[src/rtl/pbus_bridge.sv]
module pbus_bridge #(
  parameter int ADDR_W     = 12,
  parameter int CMD_OFFSET = 'h200,
  parameter int STROBE_CYC = 4
) (
  input  logic              clk,
  input  logic              rst,
  input  logic              hst_en,
  input  logic              hst_we,
  input  logic [ADDR_W-1:0] hst_addr,
  input  logic [31:0]       hst_wdata,
  output logic [31:0]       hst_rdata,
  output logic [1:0]        pb_sel,
  output logic              pb_reg,
  output logic              pb_wr,
  output logic              pb_stb,
  output logic [7:0]        pb_dout,
  output logic              pb_doe,
  input  logic [7:0]        pb_din
);

  localparam int PEND_BIT = 25;
  localparam int WR_BIT   = 23;
  localparam int GRP_BIT  = 20;
  localparam int REG_BIT  = 16;
  localparam int CNT_W    = $clog2(STROBE_CYC + 1);
  localparam logic [CNT_W-1:0] CNT_LAST = CNT_W'(STROBE_CYC - 1);

  typedef enum logic [1:0] {S_IDLE, S_SETUP, S_STB, S_HOLD} st_t;

  st_t             st;
  logic [CNT_W-1:0] cnt;
  logic            cmd_wr, cmd_grp, cmd_reg;
  logic [7:0]      out_byte, rd_byte;

  wire hit     = (hst_addr == ADDR_W'(CMD_OFFSET));
  wire pending = (st != S_IDLE);
  wire accept  = hst_en && hst_we && hit && !pending;

  logic unused_wdata;
  assign unused_wdata = ^{hst_wdata[31:24], hst_wdata[22:21], hst_wdata[19:17], hst_wdata[15:8]};

  always_ff @(posedge clk) begin
    if (rst) begin
      st       <= S_IDLE;
      cnt      <= '0;
      cmd_wr   <= 1'b0;
      cmd_grp  <= 1'b0;
      cmd_reg  <= 1'b0;
      out_byte <= 8'h00;
      rd_byte  <= 8'h00;
    end else begin
      case (st)
        S_IDLE: if (accept) begin
          cmd_wr   <= hst_wdata[WR_BIT];
          cmd_grp  <= hst_wdata[GRP_BIT];
          cmd_reg  <= hst_wdata[REG_BIT];
          out_byte <= hst_wdata[7:0];
          cnt      <= '0;
          st       <= S_SETUP;
        end
        S_SETUP: st <= S_STB;
        S_STB: begin
          if (cnt == CNT_LAST) begin
            if (!cmd_wr) rd_byte <= pb_din;
            st <= S_HOLD;
          end else begin
            cnt <= cnt + 1'b1;
          end
        end
        default: st <= S_IDLE;
      endcase
    end
  end

  assign pb_sel  = pending ? (cmd_grp ? 2'b10 : 2'b01) : 2'b00;
  assign pb_reg  = pending & cmd_reg;
  assign pb_wr   = pending & cmd_wr;
  assign pb_stb  = (st == S_STB);
  assign pb_doe  = pending & cmd_wr;
  assign pb_dout = pb_doe ? out_byte : 8'h00;

  always_comb begin
    hst_rdata = 32'h0;
    if (hit) begin
      hst_rdata[PEND_BIT] = pending;
      hst_rdata[WR_BIT]   = cmd_wr;
      hst_rdata[GRP_BIT]  = cmd_grp;
      hst_rdata[REG_BIT]  = cmd_reg;
      hst_rdata[7:0]      = rd_byte;
    end
  end

  assert_idle_quiet_R1: assert property (@(posedge clk) disable iff (rst)
    !pending |-> (pb_sel == 2'b00) && !pb_stb && !pb_doe);

  assert_one_select_R3: assert property (@(posedge clk) disable iff (rst)
    pending |-> $countones(pb_sel) == 1);

  assert_start_setup_R4: assert property (@(posedge clk) disable iff (rst)
    (hst_en && hst_we && hit && !pending) |=> pending && !pb_stb);

  assert_busy_frozen_R5: assert property (@(posedge clk) disable iff (rst)
    (pending && $past(pending)) |-> $stable(pb_sel) && $stable(pb_reg) && $stable(pb_wr) && $stable(pb_dout));

  assert_hold_after_stb_R6: assert property (@(posedge clk) disable iff (rst)
    $fell(pb_stb) |-> pending);

  assert_release_after_hold_R6: assert property (@(posedge clk) disable iff (rst)
    $fell(pending) |-> !$past(pb_stb));

  assert_wr_drives_R7: assert property (@(posedge clk) disable iff (rst)
    pb_wr |-> pb_doe);

endmodule

[config.mk]
export PLATFORM = sky130hd
export DESIGN_NAME = pbus_bridge
export DESIGN_NICKNAME = d
export VERILOG_FILES = /design/src/rtl/pbus_bridge.sv
export SDC_FILE = /design/constraint.sdc
export NUM_CORES = 1
export LEC_CHECK = 0
export ABC_AREA = 0
export BUFFER_PORTS_ARGS = -buffer_cell sky130_fd_sc_hd__buf_4
export CORE_ASPECT_RATIO = 0.9
export CORE_MARGIN = 8
export CORE_UTILIZATION = 25
export DETAILED_ROUTE_END_ITERATION = 6
export MAX_ROUTING_LAYER = met4
export PLACE_DENSITY = 0.63
export SLEW_MARGIN = 40
export SYNTH_ARGS = -nofsm -noshare
export SYNTH_HDL_FRONTEND = slang
export SYNTH_SLANG_ARGS = --single-unit
[constraint.sdc]
create_clock -name clk -period 2.82 [get_ports clk]
set_clock_uncertainty 0.05 [all_clocks]
set_input_delay 0.564 -clock clk [delete_from_list [all_inputs] [get_ports clk]]
set_output_delay 0.564 -clock clk [all_outputs]
set_load 0.02 [all_outputs]
[After elaboration in Yosys (flattened, before gate mapping)]
Index checks and enable logic that the tools add are counted.
Storage, ports and cells
  logic and storage cells: 43
  flip-flop bits (word level): 24
  bits of input ports: 56
Operators by class
  bitwise operators: 3
  multiplexer cells: 14
  reduce and logical (&&, ||, !) cells: 11
  equal/unequal tests: 7
  $add $sub $neg: 1
Operator list (number)
  $mux 8: 2
  $eq 12x10->1 const B: 1
  $mux 2: 4
  $mux 3: 2
  $pmux 2 s3: 1
  $pmux 3 s2: 1
  $reduce_and 3->1: 2
  $mux 1: 4
  $ne 2x2->1 const B: 2
  $reduce_and 2->1: 2
  $reduce_bool 2->1: 2
  $add 3x1->3 const B: 1
  $eq 3x2->1 const B: 1
  $logic_and 1x1->1: 3
  $and 1x1->1: 2
  $eq 2x1->1 const B: 1
  $eq 2x2->1 const B: 1
  $logic_not 2->1: 1
  $ne 2x1->1 const B: 1
  $logic_not 1->1: 1
  $not 1->1: 1

[Longest topological paths before layout]
Gate-level depths: netlist of run 1.
  depth after elaboration: 5
  depth in mapped cells: 7
  mapped depth without buffers: 6

[Worst setup path before layout of run 1]
OpenSTA, ideal clock, no wires.
  kind: input -> output
  start: input hst_addr[1]
  end: output hst_rdata[25]
  path buffers: 1
  data required time: 2206 ps
  arrival: 1939 ps
  slack: 267 ps
  stages on the path: 3
  cells stage by stage: or4_1 > clkbuf_2 > nor4_1
On the way
  longest elaborated chain between the ends: 2
Ends and longest elaborated chain
  start: declaration: line 10  | input logic [ADDR_W-1:0] hst_addr,
  $eq 12x10->1: line 36  | wire hit = (hst_addr == ADDR_W'(CMD_OFFSET));
  $mux 1: line 85  | if (hit) begin
  end: declaration: line 12  | output logic [31:0] hst_rdata,
No other way between the ends.

[Worst setup path after layout of run 1]
  start: input hst_addr[1]
  end: output hst_rdata[0]
On the way
  longest elaborated chain between the ends: 2
Ends and longest elaborated chain (line)
  $eq 12x10->1: 36
  $mux 8: 85
No other way between the ends.

==> out/metrics.yaml, run 1 <==
place:
  dp_hpwl_um: 3050
  port_buffers: 60
  dp_slack_ns: 0.239
  gp_congestion: 0.745
  dp_cells: 301
synth:
  syn_area_per_cell_um2: 7.51
  yosysWarningCount: 0
  synth_top_area_cell: "dfxtp_1"
  synth-edff-count: 0
  synth_top_cell_area_share: 0.352
  synth_common_cells: "41 x nand2_1, 24 x dfxtp_1, 21 x buf_4"
  synth_cell_types: 29
  synth-async-reset-ratio: 0
  ys_seq_area_frac: 0.352
  syn_inst: 182
  synth_seq_cells: 24
  synth_most_common_cell: "nand2_1"
  syn_area_um2: 1370
  yosys-top-cells-area: "dfxtp_1 35%, buf_4 12%, nand2_1 11%"
  ys.flop_type: "dfxtp_1"
routing:
  firstDrtPassIters: 4
  drtAntennaViolNets: 0
  drt_iter0_markers: 34
  vias: 1285
  wl_per_cell_um: 12.7
  viasPerCell: 4.23
  remaining_drc_errors: 0
  wirelength_um: 3870
clock_network:
  hold_buffers: 0
  ctsResizeCount: 0
  cts_num_sinks: 24
  insertion_delay_ns: 0.26
  cts_max_path_buffers: 2
  numCtsBuffers: 3
  post_cts_buffers: 0
  cts_tree: "yes"
  cts-root-buf: "clkbuf_8"
  clk_pin_slew_ns: 0.09
  htree_levels: 1
floorplanning:
  fp-row-count: 25
  core_area_um2: 5260
  die_area_um2: 8090
  initial_core_util: 0.260
  die_h_um: 86.1
  die_width_um: 93.9
  pin_count: 102
power_and_ir_drop:
  pwr-share-seq: 0.548
  p_leak_uw: 0.000800
  vdd_drop_max_v: 0.000204
  p_per_area_nw_per_um2: 333
  p_int_uw: 468
  combPwrFrac: 0.121
  p_sw_uw: 150
  p_clk_frac: 0.331
  p_sw_frac: 0.243
sta:
  fin_setup_tns_ns: 0
  fmax_mhz: 390
  min_period_ns: 2.56
  finalHoldViolCount: 0
  finalCritPeriodShare: 0.909
  setup_viol: 0
  worst_slack_ns: 0.256
  grt_setup_unrepaired: "no"
  report.final.slew_viol_count: 0
global_route:
  overflow: 0
  grt_max_degree: 28
  grt.total_usage: 0.0972
  grt_pass1_vias: 1324
  grt_pass1_wl_um: 6190
  antenna_found_initial: 0
setup_path:
  worstPathArrival_ns: 1.95
  cp_max_fo: 11
  cpPeakStageDelay_ns: 0.55
  start_kind: "primary input"
  r2r_cells: 6
  cpMostUsedCell: "buf_4"
  rr_endpoint: "out_byte[0]$_SDFFE_PP0P_"
  crit_chain: "buf_4 -> or4_1 -> nor3_1 -> buf_4 -> and2_1 -> buf_4"
  end_kind: "output port"
  reg2reg_setup_slack_ns: 0.71
  cp_slowest_cell: "or4_1"
  r2r_start: "st[0]$_SDFFE_PP0P_"
  endpoint: "hst_rdata[0]"
  crit_type: "in -> out"
  cp-startpoint: "hst_addr[1]"
  cp_data_required_time_ns: 2.21
flow_run:
  max_cap_viol_count: 0
layout:
  diodes: 0
  reg_top3: "out_byte x8, rd_byte x8, cnt x3"
  nNetsFinal: 299
  area_growth_pct: 36.0
  post-route-util: 0.354
  finalNonFillerCells: 304
  drive_gt1_frac: 0.308
worst_hold_path:
  hold_path.class: "reg -> reg"
outcome:
  status: "finished clean"
-- layer usage --
layer / vias to the layer above / GRT usage / part of all wire
met3: 2 / 0.0419 / 0.11
met4: 0 / 0.0173 / 0.0049
met2: 50 / 0.163 / 0.48
met5: - / - / 0
met1: 571 / 0.105 / 0.41
li1: 662 / - / -
-- cell usage in the layout (no fill, tap or decap), drive strengths merged, types with 4 or more instances in the layout --
master   n
inv      4
nor4     4
ha       4
conb    20
a21oi   20
nand2b   4
and2    19
nor2     7
dfxtp   24
or4      4
buf     66
nand2   41
-- worst min path at each step --
stage / startpoint / cells after the start / to
6_report: out_byte[1]$_SDFFE_PP0P_ / 2 / out_byte[1]$_SDFFE_PP0P_
5_1_grt: rd_byte[6]$_SDFFE_PP0P_ / 2 / rd_byte[6]$_SDFFE_PP0P_
4_1_cts: out_byte[1]$_SDFFE_PP0P_ / 2 / out_byte[1]$_SDFFE_PP0P_
2_1_floorplan: out_byte[0]$_SDFFE_PP0P_ / 2 / out_byte[0]$_SDFFE_PP0P_
3_5_place_dp: out_byte[3]$_SDFFE_PP0P_ / 2 / out_byte[3]$_SDFFE_PP0P_
3_3_place_gp: out_byte[1]$_SDFFE_PP0P_ / 2 / out_byte[1]$_SDFFE_PP0P_
-- cell families (layout without fill, tap and decap cells) --
family | count (synthesis) | after routing | synth area share
compound gates | 27 | 27 | 0.119
mux | 1 | 1 | 0.00733
simple gates | 88 | 88 | 0.321
fa+ha+maj | 4 | 4 | 0.0366
other cells | 1 | 20 | 0.00274
flops | 24 | 24 | 0.352
buf+inv | 37 | 73 | 0.162
-- critical path, delay by kind of cell --
family	cells	cell delay [ns]
buffers and inverters	3	0.45
and+or+nand+nor	3	0.93
-- power by group through the flow --
| stage | clock, uW | combinational (uW) | sequential [uW] |
|---|---|---|---|
| after floorplan | 0 | 56.2 | 347 |
| after global placement | 0 | 73.7 | 347 |
| after detailed placement | 0 | 73.8 | 347 |
| after CTS | 213 | 74.1 | 339 |
| after global routing | 229 | 80.4 | 339 |
| final | 205 | 74.7 | 339 |
-- cell type report --
class / instances / area, um^2
clock buffers: 3 / 41.3
flip-flops and latches: 24 / 480
inverters: 4 / 15.0
well taps: 67 / 83.8
multi-input cells: 140 / 742
repair buffers: 66 / 495
fillers: 574 / 3400
-- through the flow --
stage | hold WS (ns) | instance area (um^2) | power, uW
2_1_floorplan | 0.377 | 1440 | 403
3_3_place_gp | 0.384 | 1820 | 420
3_5_place_dp | 0.390 | 1820 | 420
4_1_cts | 0.402 | 1860 | 626
5_1_grt | 0.420 | 1860 | 649
6_report | 0.399 | 1860 | 618
(Power assumes the default switching activity.)
==> run 2, diff against run 1 <==
CELL_PAD_IN_SITES_DETAIL_PLACEMENT = 0   (was not set)
CELL_PAD_IN_SITES_GLOBAL_PLACEMENT = 1   (was not set)
CTS_CLUSTER_SIZE = 8   (was not set)
PLACE_DENSITY = 0.85   (was 0.63)
==> run 2 against run 1 <==
First-iteration DRC count rose by 44%. Setup slack gained 0.027 ns. Combinational power hardly changed. Utilization is the same. Routed wire length fell by 0.90%. Critical path type unchanged. Register-to-register slack about the same. Count of clock-buffer cells in the layout unchanged. Critical endpoint is now hst_rdata[25]. Maximum frequency is 1.1% higher.
==> out/metrics.yaml, run 2 (synthesized netlist as in run 1, its figures left out) <==
place:
  dp_hpwl_um: 3010  # -1.4%
  dp_slack_ns: 0.241  # +0.00269 ns
  gp_congestion: 0.733  # -1.5%
  port_buffers: 60  # unchanged
clock_network:
  cts-root-buf: "clkbuf_8"
  cts_num_sinks: 24  # unchanged
  numCtsBuffers: 3  # unchanged
  cts_max_path_buffers: 2  # unchanged
  htree_levels: 1  # unchanged
  post_cts_buffers: 0  # unchanged
  insertion_delay_ns: 0.26  # about the same
  hold_buffers: 0  # unchanged
  cts_tree: "yes"
  ctsResizeCount: 0  # unchanged
  clk_pin_slew_ns: 0.08  # about the same
sta:
  grt_setup_unrepaired: "no"
  worst_slack_ns: 0.283  # +0.0269 ns
  fin_setup_tns_ns: 0  # unchanged
  finalCritPeriodShare: 0.900  # -0.00954
  min_period_ns: 2.54  # -0.0269 ns
  report.final.slew_viol_count: 0  # unchanged
  worst_pin_slew_ns: 0.575
  fmax_mhz: 394  # +1.1%
  setup_viol: 0  # unchanged
  finalHoldViolCount: 0  # unchanged
  slew_headroom: 0.616
power_and_ir_drop:
  p_per_area_nw_per_um2: 329  # -1.2%
  p_leak_uw: 0.000800  # unchanged
  vdd_drop_max_v: 0.000235  # +15%
layout:
  regArea_um2: 480  # unchanged
  final_common_cell: "buf_4"
  final_cell_mix: "66 x buf_4, 41 x nand2_1, 24 x dfxtp_1"
  area_growth_pct: 36.0  # unchanged
  fillers: 581  # +1.2%
  nNetsFinal: 299  # unchanged
  reg_top3: "out_byte x8, rd_byte x8, cnt x3"
  drive_gt1_frac: 0.308  # unchanged
  multi_input_area_um2: 742  # unchanged
  diodes: 0  # unchanged
global_route:
  grt.total_usage: 0.0999  # +0.00269
  overflow: 0  # unchanged
  grt_pass1_wl_um: 6440  # +4.1%
  antenna_found_initial: 0  # unchanged
  grt_max_degree: 28  # unchanged
  grt_pass1_vias: 1394  # +5.3%
setup_path:
  crit_type: "in -> out"
  cp_data_required_time_ns: 2.21  # about the same
  cp_max_fo: 6  # -5
  reg2reg_setup_slack_ns: 0.71  # about the same
  worstPathArrival_ns: 1.92  # -0.03 ns
  cpPeakStageDelay_ns: 0.55  # about the same
  cp_slowest_cell: "or4_1"
  cpMostUsedCell: "buf_4"
  start_kind: "primary input"
  crit_chain: "buf_4 -> or4_1 -> buf_4 -> nor4_1 -> buf_4"
  end_kind: "output port"
routing:
  firstDrtPassIters: 4  # unchanged
  wl_per_cell_um: 12.6  # -0.90%
  drt_iter0_markers: 49  # +44%
  remaining_drc_errors: 0  # unchanged
  drtAntennaViolNets: 0  # unchanged
  vias: 1291  # +0.47%
  wirelength_um: 3830  # -0.90%
  viasPerCell: 4.25  # +0.47%
worst_hold_path:
  hold_path.class: "reg -> reg"
flow_run:
  max_cap_viol_count: 0  # unchanged
floorplanning:
  die_h_um: 86.1  # unchanged
  die_area_um2: 8090  # unchanged
  fp-row-count: 25  # unchanged
  die_width_um: 93.9  # unchanged
  core_area_um2: 5260  # unchanged
  pin_count: 102  # unchanged
  initial_core_util: 0.260  # unchanged
outcome:
  status: "finished clean"
==> run 2: cell counts in the layout (fill, tap and decap cells not counted) <==
No cell type changed its count.
==> run 2: final timing paths <==
check / end / from / cells after the start
setup / recovery: hst_rdata[25] / hst_addr[1] / 5
hold / removal: out_byte[0]$_SDFFE_PP0P_ / out_byte[0]$_SDFFE_PP0P_ / 2
setup reg to reg: out_byte[3]$_SDFFE_PP0P_ / st[0]$_SDFFE_PP0P_ / 6
hold reg to reg: out_byte[0]$_SDFFE_PP0P_ / out_byte[0]$_SDFFE_PP0P_ / 2
==> run 2: layout make-up <==
class | count | share of cell area
Timing Repair Buffer | 66 | 0.267
Multi-Input combinational cell | 140 | 0.399
Clock buffer | 3 | 0.0222
Sequential cell | 24 | 0.259
Tap cell | 67 | 0.0451
Inverter | 4 | 0.00808
==> run 2: report_power, final <==
part           switching, uW  internal, uW
Sequential            0.0457           339
Combinational           41.0          33.8
Clock                    102          95.3
Total                    143           468
==> run 2: worst max-delay path: cells and delay by family <==
kind / cells / cell delay (ns)
AND/OR/NAND/NOR: 2 / 0.87
buffers and inverters: 3 / 0.49
==> run 2: per-layer routing <==
layer / up-vias / wire length [um] / share of wire / global-route usage
met2: 45 / 1780 / 0.47 / 0.167
met4: 0 / 8 / 0.0021 / 0.0129
met5: - / 0 / 0 / -
met1: 581 / 1730 / 0.45 / 0.114
li1: 663 / - / - / -
met3: 2 / 315 / 0.082 / 0.0375
==> run 2: per-stage QoR <==
| stage | utilization | total power, uW | cell area (um^2) | instances | hold WS [ns] |
|---|---|---|---|---|---|
| floorplan | - | 403 | 1440 | 201 | 0.377 |
| detailed placement | 0.346 | 421 | 1820 | 301 | 0.391 |
| finish | 0.354 | 611 | 1860 | 304 | 0.398 |
| global placement | 0.346 | 420 | 1820 | 301 | 0.385 |
| global route | 0.354 | 644 | 1860 | 304 | 0.431 |
| CTS | 0.354 | 624 | 1860 | 304 | 0.403 |
==> run 3, diff against run 2 <==
==> constraint.sdc (replaced) <==
create_clock -name clk -period 3.1 [get_ports clk]
set_clock_uncertainty 0.05 [all_clocks]
set_input_delay 0.62 -clock clk [delete_from_list [all_inputs] [get_ports clk]]
set_output_delay 0.62 -clock clk [all_outputs]
set_load 0.05 [all_outputs]
==> run 3 against run 2 <==
Clock power rose by 10%. Sequential share of layout area fell by 0.28 points. Hold slack improved by 0.0013 ns. Critical path type unchanged. Highest routed layer unchanged.
==> out/metrics.yaml, run 3 (synthesized netlist as in run 1, its figures left out) <==
setup_path:
  start_kind: "primary input"
  endpoint: "hst_rdata[7]"
  reg2reg_setup_slack_ns: 1.15  # +0.44 ns
  end_kind: "output port"
  r2r_cells: 7  # +1
  r2r_start: "st[0]$_SDFFE_PP0P_"
  cp_max_fo: 11  # +5
  crit_type: "in -> out"
  rr_endpoint: "out_byte[3]$_SDFFE_PP0P_"
  cp-startpoint: "hst_addr[1]"
  cp_data_required_time_ns: 2.43  # +0.22 ns
  worstPathArrival_ns: 2.06  # +0.14 ns
sta:
  finalCritPeriodShare: 0.882
  grt_setup_unrepaired: "no"
  worst_slack_ns: 0.365  # +0.0827 ns
  fmax_mhz: 366
  worst_pin_slew_ns: 0.595  # +0.0204 ns
  setup_viol: 0  # unchanged
  slew_headroom: 0.603  # -0.0130
  finalHoldViolCount: 0  # unchanged
  hold_ws_ns: 0.399  # +0.00129 ns
  min_period_ns: 2.73
  fin_setup_tns_ns: 0  # unchanged
  report.final.slew_viol_count: 0  # unchanged
floorplanning:
  die_h_um: 86.1  # unchanged
  fp-row-count: 25  # unchanged
  pin_count: 102  # unchanged
  initial_core_util: 0.260  # unchanged
  die_width_um: 93.9  # unchanged
  die_area_um2: 8090  # unchanged
  core_area_um2: 5260  # unchanged
clock_network:
  cts_max_path_buffers: 2  # unchanged
  numCtsBuffers: 3  # unchanged
  clk_pin_slew_ns: 0.08  # about the same
  insertion_delay_ns: 0.27  # about the same
  htree_levels: 1  # unchanged
  hold_buffers: 0  # unchanged
  cts_tree: "yes"
  ctsResizeCount: 0  # unchanged
  cts_num_sinks: 24  # unchanged
  post_cts_buffers: 0  # unchanged
  cts-root-buf: "clkbuf_8"
place:
  dp_slack_ns: 0.362  # +0.121 ns
  port_buffers: 60  # unchanged
  dp_hpwl_um: 3100  # +3.2%
  gp_congestion: 0.697  # -5.0%
power_and_ir_drop:
  vdd_drop_max_v: 0.000251  # +6.7%
  p_leak_uw: 0.000806  # +0.74%
  p_per_area_nw_per_um2: 333  # +1.2%
global_route:
  grt_max_degree: 28  # unchanged
  grt_pass1_vias: 1272  # -8.8%
  overflow: 0  # unchanged
  grtUsageMet3: 0.0314  # -0.00611
  grt_use_met1: 0.107  # -0.00619
  antenna_found_initial: 0  # unchanged
  grt_use_met2: 0.157  # -0.00954
  grt.total_usage: 0.0952  # -0.00468
  grt_pass1_wl_um: 6080  # -5.7%
  grt-busiest-layer: "met2"
layout:
  nNetsFinal: 299  # unchanged
  reg_top3: "out_byte x8, rd_byte x8, cnt x3"
  diodes: 0  # unchanged
  area_growth_pct: 37.5
  post-route-util: 0.357  # +0.00381
  drive_gt1_frac: 0.315  # +0.00711
  final_common_cell: "buf_4"
  final_cell_mix: "66 x buf_4, 41 x nand2_1, 24 x dfxtp_1"
  fillers: 604  # +4.0%
routing:
  wl_per_cell_um: 12.8  # +1.5%
  wirelength_um: 3900  # +1.8%
  vias: 1298  # +0.54%
  firstDrtPassIters: 4  # unchanged
  remaining_drc_errors: 0  # unchanged
  drtAntennaViolNets: 0  # unchanged
  drt_iter0_markers: 69  # +41%
  viasPerCell: 4.26  # +0.21%
outcome:
  status: "finished clean"
flow_run:
  max_cap_viol_count: 0  # unchanged
worst_hold_path:
  hold_path.class: "reg -> reg"
==> run 3: changes by cell type in the layout (fill, tap and decap cells not counted), sizes merged <==
cell,before,now
clkbuf,3,4
==> run 3: final cells by class <==
type / instances / area [um^2] / area share
Multi-Input combinational cell: 140 / 748 / 0.398
Timing Repair Buffer: 66 / 495 / 0.264
Sequential cell: 24 / 480 / 0.256
Tap cell: 67 / 83.8 / 0.0446
Clock buffer: 4 / 55.1 / 0.0293
Inverter: 4 / 15.0 / 0.00799
==> run 3: critical path, stage by stage <==
cell    delay, ns
buf_4        0.10
or4_1        0.54
nor3_1       0.24
buf_4        0.21
and2_1       0.15
buf_4        0.19
==> run 3: where the power goes <==
part           internal [uW]  total [uW]  switching [uW]
combinational           30.8         100            69.1
clock                    113         217             104
sequential               308         308          0.0401
==> run 3: stage by stage <==
step,total power [uW],instance area (um^2),instances
after global placement,414,1820,301
after detailed placement,415,1820,301
after global routing,654,1880,305
after floorplan,399,1440,201
after CTS,636,1880,305
final,625,1880,305
==> run 3: worst min path at each step <==
stage	startpoint	to	slack, ns	cells past startpoint
detailed placement	out_byte[1]$_SDFFE_PP0P_	out_byte[1]$_SDFFE_PP0P_	0.39	2
global route	out_byte[1]$_SDFFE_PP0P_	out_byte[1]$_SDFFE_PP0P_	0.42	2
floorplan	out_byte[0]$_SDFFE_PP0P_	out_byte[0]$_SDFFE_PP0P_	0.38	2
global placement	out_byte[2]$_SDFFE_PP0P_	out_byte[2]$_SDFFE_PP0P_	0.38	2
finish	out_byte[6]$_SDFFE_PP0P_	out_byte[6]$_SDFFE_PP0P_	0.40	2
CTS	out_byte[1]$_SDFFE_PP0P_	out_byte[1]$_SDFFE_PP0P_	0.40	2
==> run 3: layer usage <==
layer | up-vias | wire length (um) | part of all wire
met5 | - | 0 | 0
met4 | 0 | 40 | 0.010
met3 | 2 | 306 | 0.078
met2 | 45 | 1830 | 0.47
met1 | 588 | 1720 | 0.44
li1 | 663 | - | -
